$ cat src/rtl/dpu_pkg.sv
package dpu_pkg;

    localparam int BYTE_W = 8;
    localparam int STEP_W = 3;

    typedef enum logic [1:0] {
        OP_START = 2'd0,
        OP_WRITE = 2'd1,
        OP_STOP  = 2'd2
    } op_e;

    typedef enum logic [1:0] {
        ST_IDLE,
        ST_ISSUE,
        ST_WAIT
    } state_e;

    localparam logic [STEP_W-1:0] STEP_FIRST = 3'd0;
    localparam logic [STEP_W-1:0] STEP_STOP  = 3'd6;

    localparam logic [4:0]        DEV_CODE = 5'b01011;
    localparam logic [BYTE_W-1:0] CMD_CH0  = 8'h00;
    localparam logic [BYTE_W-1:0] CMD_CH1  = 8'h01;

    typedef struct packed {
        state_e            st;
        logic [STEP_W-1:0] step;
        logic [BYTE_W-1:0] smp0;
        logic [BYTE_W-1:0] smp1;
        logic              aborting;
        logic              done;
        logic              fail;
    } ctl_t;

endpackage

$ cat src/rtl/dpu_packet_rom.sv
module dpu_packet_rom
    import dpu_pkg::*;
#(
    parameter logic [1:0] ADDR_PINS = 2'b00
) (
    input  logic [STEP_W-1:0] step,
    input  logic [BYTE_W-1:0] smp0,
    input  logic [BYTE_W-1:0] smp1,
    output op_e               op,
    output logic [BYTE_W-1:0] data
);

    localparam logic [BYTE_W-1:0] ADDR_BYTE = {DEV_CODE, ADDR_PINS, 1'b0};

    always_comb begin
        op   = OP_WRITE;
        data = '0;
        case (step)
            3'd0: begin
                op   = OP_START;
                data = '0;
            end
            3'd1: data = ADDR_BYTE;
            3'd2: data = CMD_CH0;
            3'd3: data = smp0;
            3'd4: data = CMD_CH1;
            3'd5: data = smp1;
            default: begin
                op   = OP_STOP;
                data = '0;
            end
        endcase
    end

endmodule

$ cat src/rtl/dpu_retry_ctr.sv
module dpu_retry_ctr #(
    parameter int MAX_RETRY = 4
) (
    input  logic clk,
    input  logic rst_n,
    input  logic clr,
    input  logic inc,
    output logic at_limit
);

    localparam int CNT_W = (MAX_RETRY < 1) ? 1 : $clog2(MAX_RETRY + 1);
    localparam logic [CNT_W-1:0] LIMIT = CNT_W'(MAX_RETRY);

    logic [CNT_W-1:0] cnt_d, cnt_q;

    always_comb begin
        cnt_d = cnt_q;
        if (clr) begin
            cnt_d = '0;
        end else if (inc && cnt_q != LIMIT) begin
            cnt_d = cnt_q + 1'b1;
        end
    end

    always_ff @(posedge clk) begin
        if (!rst_n) begin
            cnt_q <= '0;
        end else begin
            cnt_q <= cnt_d;
        end
    end

    assign at_limit = (cnt_q == LIMIT);

endmodule

$ cat src/rtl/dac_pair_updater.sv
module dac_pair_updater
    import dpu_pkg::*;
#(
    parameter logic [1:0] ADDR_PINS = 2'b00,
    parameter int         MAX_RETRY = 4
) (
    input  logic       clk,
    input  logic       rst_n,
    input  logic       go,
    input  logic [7:0] sample0,
    input  logic [7:0] sample1,
    output logic       busy,
    output logic       done,
    output logic       fail,
    output logic       cmd_valid,
    input  logic       cmd_ready,
    output logic [1:0] cmd_op,
    output logic [7:0] cmd_byte,
    input  logic       rsp_valid,
    input  logic       rsp_err
);

    ctl_t              ctl_d, ctl_q;
    op_e               cur_op;
    logic [BYTE_W-1:0] cur_byte;
    logic              retry_clr, retry_inc, retry_full;

    dpu_packet_rom #(
        .ADDR_PINS (ADDR_PINS)
    ) u_rom (
        .step (ctl_q.step),
        .smp0 (ctl_q.smp0),
        .smp1 (ctl_q.smp1),
        .op   (cur_op),
        .data (cur_byte)
    );

    dpu_retry_ctr #(
        .MAX_RETRY (MAX_RETRY)
    ) u_retry (
        .clk      (clk),
        .rst_n    (rst_n),
        .clr      (retry_clr),
        .inc      (retry_inc),
        .at_limit (retry_full)
    );

    always_comb begin
        ctl_d      = ctl_q;
        ctl_d.done = 1'b0;
        ctl_d.fail = 1'b0;
        retry_clr  = 1'b0;
        retry_inc  = 1'b0;
        case (ctl_q.st)
            ST_IDLE: begin
                if (go) begin
                    ctl_d.smp0     = sample0;
                    ctl_d.smp1     = sample1;
                    ctl_d.step     = STEP_FIRST;
                    ctl_d.aborting = 1'b0;
                    ctl_d.st       = ST_ISSUE;
                    retry_clr      = 1'b1;
                end
            end
            ST_ISSUE: begin
                if (cmd_ready) begin
                    ctl_d.st = ST_WAIT;
                end
            end
            ST_WAIT: begin
                if (rsp_valid) begin
                    if (cur_op == OP_WRITE && rsp_err) begin
                        ctl_d.st = ST_ISSUE;
                        if (retry_full) begin
                            ctl_d.step     = STEP_STOP;
                            ctl_d.aborting = 1'b1;
                        end else begin
                            ctl_d.step = STEP_FIRST;
                            retry_inc  = 1'b1;
                        end
                    end else if (cur_op == OP_STOP) begin
                        ctl_d.st = ST_IDLE;
                        if (ctl_q.aborting) begin
                            ctl_d.fail = 1'b1;
                        end else begin
                            ctl_d.done = 1'b1;
                        end
                    end else begin
                        ctl_d.step = ctl_q.step + 1'b1;
                        ctl_d.st   = ST_ISSUE;
                    end
                end
            end
            default: ctl_d.st = ST_IDLE;
        endcase
    end

    always_ff @(posedge clk) begin
        if (!rst_n) begin
            ctl_q <= '{st: ST_IDLE, step: STEP_FIRST, smp0: '0, smp1: '0,
                       aborting: 1'b0, done: 1'b0, fail: 1'b0};
        end else begin
            ctl_q <= ctl_d;
        end
    end

    assign busy      = (ctl_q.st != ST_IDLE);
    assign done      = ctl_q.done;
    assign fail      = ctl_q.fail;
    assign cmd_valid = (ctl_q.st == ST_ISSUE);
    assign cmd_op    = cur_op;
    assign cmd_byte  = cur_byte;

endmodule

$ cat config.mk
export PLATFORM = sky130hd
export DESIGN_NAME = dac_pair_updater
export DESIGN_NICKNAME = d
export VERILOG_FILES = /design/src/rtl/dpu_pkg.sv /design/src/rtl/dpu_packet_rom.sv /design/src/rtl/dpu_retry_ctr.sv /design/src/rtl/dac_pair_updater.sv
export SDC_FILE = /design/constraint.sdc
export NUM_CORES = 1
export LEC_CHECK = 0
export BUFFER_PORTS_ARGS = -buffer_cell sky130_fd_sc_hd__buf_2
export CORE_MARGIN = 10
export CORE_UTILIZATION = 45
export DETAILED_ROUTE_END_ITERATION = 12
export PLACE_DENSITY_LB_ADDON = 0.12
export SLEW_MARGIN = 0
export SYNTH_ARGS = -nofsm -noshare
export SYNTH_HDL_FRONTEND = slang
export SYNTH_SLANG_ARGS = --single-unit
$ cat constraint.sdc
create_clock -name clk -period 5 [get_ports clk]
set_clock_uncertainty 0.2 [all_clocks]
set_input_delay 1 -clock clk [delete_from_list [all_inputs] [get_ports clk]]
set_output_delay 1 -clock clk [all_outputs]
set_load 0.01 [all_outputs]
# [Word level (Yosys, flattened, before mapping)]
# Cells that the tools add are included.
[op_classes] n_reduce_logical=13 n_eq_ne=17 n_mux=25 n_bitwise=4 n_addsub=2
[op_table] operator="case mux 8 bit (4 select lines)" count=1
[op_table] operator="2-to-1 mux 22 bit" count=1
[op_table] operator="2-to-1 mux 1 bit" count=11
[op_table] operator="2-to-1 mux 5 bit" count=2
[op_table] operator="OR reduction 5 bit" count=2
[op_table] operator="== test 3 bit, second input constant" count=3
[op_table] operator="2-to-1 mux 3 bit" count=3
[op_table] operator="!= test 2 bit, second input constant" count=4
[op_table] operator="adder 3 x 1 -> 3 bit, second input constant" count=2
[op_table] operator="== test 3 x 2 -> 1 bit, second input constant" count=2
[op_table] operator="2-to-1 mux 2 bit" count=3
[op_table] operator="!= test 3 bit, second input constant" count=2
[op_table] operator="case mux 2 bit (3 select lines)" count=1
[op_table] operator="case mux 3 bit (2 select lines)" count=1
[op_table] operator="AND reduction 5 bit" count=1
[op_table] operator="== test 2 x 1 -> 1 bit, second input constant" count=2
[op_table] operator="== test 2 bit, second input constant" count=2
[op_table] operator="inverter 1 bit" count=4
[op_table] operator="case mux 2 bit (2 select lines)" count=1
[op_table] operator="AND reduction 4 bit" count=1
[op_table] operator="nonzero test 2 bit" count=2
[op_table] operator="== test 3 x 1 -> 1 bit, second input constant" count=1
[op_table] operator="zero test 3 bit" count=1
[op_table] operator="AND reduction 3 bit" count=1
[op_table] operator="6 further kinds" count=7
[totals] word_cells=69 register_bits=27 output_inout_bits=14

# [Longest topological paths before layout]
[depth] ltp_word=9 mapped_depth=8 depth_no_buf=6

# [By module]
# From an unflattened synthesis, not the netlist that was laid out.
[hier_totals] hier_cells=163 area_unflattened_um2=1465.2
[by_module_without_submodules] module="dac_pair_updater" cells_per_inst=116 instances=1 area_per_inst_um2=1054.8
[by_module_without_submodules] module="dpu_packet_rom" cells_per_inst=29 instances=1 area_per_inst_um2=222.7
[by_module_without_submodules] module="dpu_retry_ctr" cells_per_inst=18 instances=1 area_per_inst_um2=187.7

# [Worst setup path before layout]
# No wires, ideal clock.
[synth_timing] path_type="register to output" startpoint="register ctl_q[19] (netlist name)" endpoint="output port cmd_byte[3]" required_time_ps=3800 path_slack_ps=2560 arrival_ps=1240 path_stages_with_launch=6 n_path_buf=1 cell_sequence="dfxtp_1 ha_1 ha_1 buf_1 nand2_1 a21oi_1"
[synth_via] elab_chain_len=2 word_cells_on_any_way=5 classes_between="4 x eq/ne; 1 x mux"
[synth_lines] element="start: declaration" line="dac_pair_updater.sv:23" text="ctl_t ctl_d, ctl_q;"
[synth_lines] element="start signal: assignment" line="dac_pair_updater.sv:100" text="ctl_q <= '{st: ST_IDLE, step: STEP_FIRST, smp0: '0, smp1: '0,"
[synth_lines] element="start signal: assignment" line="dac_pair_updater.sv:103" text="ctl_q <= ctl_d;"
[synth_lines] element="== test 3 bit (tied with other cells)" line="dpu_packet_rom.sv:18" text="case (step)"
[synth_lines] element="case mux 8 bit (4 select lines) (*)" line="dpu_packet_rom.sv:18"
[synth_lines] element="end: declaration" line="dac_pair_updater.sv:18" text="output logic [7:0] cmd_byte,"
# Mark *: on every way between the ends. The rest lies on a longest branch, timed or not.

# [Worst setup path after layout]
[layout_timing] startpoint="register ctl_q[21] (netlist name)" endpoint="output port cmd_op[0]"
[layout_via] elab_chain_len=3 word_cells_on_any_way=8 classes_between="5 x eq/ne; 1 x mux; 2 x reduce/logical"
[layout_lines] element="== test 3 x 2 -> 1 bit (tied with other cells)" line="dpu_packet_rom.sv:18"
[layout_lines] element="OR reduction 5 bit (no source line)"
[layout_lines] element="case mux 2 bit (2 select lines) (*)" line="dpu_packet_rom.sv:18"
[layout_lines] element="end: declaration" line="dac_pair_updater.sv:17" text="output logic [1:0] cmd_op,"
# Marks and branches as above.

==> flow_summary_export.csv <==
group,metric,value,unit
run_status,status,"complete, no violations",
floorplan,initial_utilization,0.465,
placement,numPlacedInstances,244,
drt,initialDrtViolationCount,37,
floorplan,die_x,76.0,um
critical_path,crit-reg2reg-launch,"ctl_q[21]",
clock_network,cts_buffer_depth,2,
timing,finalCriticalPeriod,3.08,ns
critical_path,slowest_stage,"dfxtp_1",
placement,place_congestion,0.797,
timing,rsz0062_at_grt,"no",
placement,port-buffer-count,35,
grt,overflow,0,
critical_path,critPathKind,"flip-flop to output pin",
clock_network,clkSlewWorstSetupHoldPaths,0.14,ns
drt,vias_per_cell,5.06,
grt,antenna_found_initial,0,
logic_synthesis,ys_types,38,
critical_path,crit_buf_inv,2,
timing,setup_tns,0,ns
cells_and_area,fin_cells,248,
logic_synthesis,synth_fp_nets,204,
critical_path,crit_cells,5,
timing,relSlewSlack,0.495,
grt,grt_usage,0.118,
clock_network,worst_skew_pair.late_latency,0.32,ns
drt,wirelength,3.42,mm
critical_path,crit_required,3.80,ns
logic_synthesis,avgSynthCellArea,8.05,um2
timing,clock.fmax,325,MHz
logic_synthesis,synth_edf_count,0,
critical_path,cp_max_fo,10,
floorplan,core-area,3030,um2
timing,final_hold_viol_count,0,
power,switching_share,0.268,
critical_path,reg2reg_depth,6,
grt,top_usage_layer,"met2",
power,powerDensity,236,nW/um2
floorplan,io_pins,36,
flow_run,max_cap_viol_count,0,
logic_synthesis,yosys_warnings,0,
drt,drt_first_pass_iters,4,
timing,fin_crit_sh,0.616,
critical_path,cp_cell_sequence,"inv_1, ha_1, nor2_2, nand2_1, buf_2",
critical_path,cp.arrival,1.88,ns
critical_path,critPathTopFamily,"flip-flops",
power,pwr-share-seq,0.616,
logic_synthesis,netlist_area,1410,um2
power,p_leak,0.656,nW
grt,grt_max_degree,23,
clock_network,cts_hold_buf,0,
grt,use_met2,0.204,
placement,hpwl,2.63,mm
critical_path,crit_path_end_kind,"output pin",
clock_network,cts_root_buf,"clkbuf_4",
clock_network,numCtsBuffers,3,
power,vdd_drop_max,0.148,mV
cells_and_area,final-seq-area,541,um2
timing,worstMarginPinSlew,0.757,ns
clock_network,cts_tree,"yes",
power,internal_power,279,uW
clock_network,cts_sinks,27,
power,p_comb_frac,0.142,
logic_synthesis,yosys_register_bits,27,
grt,grtUsageMet3,0.0483,
critical_path,r2r_setup_slack,2.72,ns
critical_path,r2r_end,"ctl_q[21]",
drt,final_antenna_net_count,0,
clock_network,cts_resized,0,
floorplan,rows,20,
drt,drc,0,
worst_hold_path,hp-start,"ctl_q[2]",
critical_path,cp-startpoint,"ctl_q[21]",
cells_and_area,multi_input_area,783,um2
logic_synthesis,async_flop_share,0,
cells_and_area,fillers,316,
worst_hold_path,holdCritPathClass,"flip-flop to flip-flop",
critical_path,cpPeakStageDelay,0.61,ns
grt,grt_pass1_vias,1271,
critical_path,endpoint,"cmd_op[0]",
logic_synthesis,synth-seq-area-share,0.384,
logic_synthesis,synth_flop_cell,"dfxtp_1",
drt,via_count,1256,
critical_path,start_kind,"flip-flop",
power,clockPowerShare,0.242,
clock_network,postCtsSetupBuffers,0,
timing,slew_violations,0,
grt,grt_pass1_wl,5.88,mm
logic_synthesis,synthCells,175,
drt,wire_per_inst,13.8,um
cells_and_area,area_growth,14.8,%
cells_and_area,layout-drive-gt1-share,0.235,
clock_network,htreeDepth,1,
cells_and_area,final_nets,234,
cells_and_area,diodes,0,
timing,setup_violations,0,
grt,use_met1,0.134,
floorplan,dieArea,5770,um2
floorplan,die_y,76.0,um
power,p_sw,102,uW
[stage by stage]
step	power (mW)	utilization	instance area, um2	setup WS [ns]	hold slack (ns)
finish	0.381	0.534	1620	1.92	0.274
CTS	0.388	0.534	1620	1.91	0.263
global placement	0.293	0.526	1590	2.34	0.224
global route	0.406	0.534	1620	1.72	0.283
floorplan	0.275	-	1410	2.56	0.213
detailed placement	0.294	0.526	1590	2.30	0.243
[per-layer routing]
| metal | vias to the layer above | part of all wire |
|---|---|---|
| li1 | 651 | - |
| met1 | 573 | 0.45 |
| met2 | 29 | 0.49 |
| met3 | 3 | 0.058 |
| met4 | 0 | 0.0056 |
| met5 | - | 0 |
[synth_stat cells (2+ instances only)]
cell type / number / share of area
nand2_1: 43 / 0.11
nor2_1: 12 / 0.032
nand2b_1: 2 / 0.0089
buf_2: 2 / 0.0071
inv_1: 10 / 0.027
ha_1: 7 / 0.062
nor3_1: 2 / 0.0071
buf_1: 2 / 0.0053
nor2b_1: 3 / 0.013
a21oi_1: 24 / 0.085
clkbuf_1: 5 / 0.013
nor3b_1: 2 / 0.011
nand4_1: 2 / 0.0089
dfxtp_1: 27 / 0.38
a32oi_1: 4 / 0.025
a221oi_2: 2 / 0.021
o21ai_0: 5 / 0.018
[cell usage in the layout, fill, tap and decap left out, types with 2 or more instances in the layout]
| cell | instances |
|---|---|
| inv_1 | 10 |
| nand2_1 | 43 |
| nor2_1 | 12 |
| nand4_1 | 2 |
| nor3b_1 | 2 |
| a221oi_2 | 2 |
| buf_2 | 35 |
| clkbuf_4 | 3 |
| o21ai_0 | 5 |
| nor2b_1 | 3 |
| ha_1 | 7 |
| dfxtp_1 | 27 |
| a21oi_1 | 24 |
| nand2b_1 | 2 |
| a32oi_1 | 4 |
| nor3_1 | 2 |
[state kept, by name, indices dropped and copies added, names as in the netlist]
name / cells
fail: 1
ctl_q: 22
done: 1
u_retry.cnt_q: 3
[power by group through the flow]
stage	Sequential [mW]	Combinational [mW]	Clock, mW
6_report	0.235	0.0540	0.0923
5_1_grt	0.236	0.0612	0.108
4_1_cts	0.235	0.0548	0.0980
3_5_place_dp	0.240	0.0545	0
3_3_place_gp	0.240	0.0529	0
2_1_floorplan	0.234	0.0407	0
[worst register-to-register path, stage by stage, from the launching register on]
cell,delay (ns)
dfxtp_1,0.61
inv_1,0.16
ha_1,0.35
nor2_2,0.23
a21boi_4,0.13
a311oi_4,0.36
a221oi_2,0.10
[how the worst min path moves through the flow]
stage,slack [ns],to,depth (start not counted)
floorplan,0.21,done,1
global placement,0.22,done,1
detailed placement,0.24,done,1
CTS,0.26,done,1
global route,0.28,ctl_q[17],2
finish,0.27,done,1
[area by class of cell]
class / instances / share of cell area
inverter: 10 / 0.0232
multi-input combinational: 128 / 0.484
timing repair buffer: 35 / 0.108
tap: 44 / 0.0340
clock buffer: 4 / 0.0162
sequential: 27 / 0.334
[cell families after synthesis]
logic type / share of synthesized area
compound gates: 0.241
mux: 0.0231
simple gates: 0.224
fa+ha+maj: 0.0622
buf+inv: 0.0604
flops: 0.384
xor+xnor: 0.00622
Note: power is estimated with default switching activity, not from simulation.
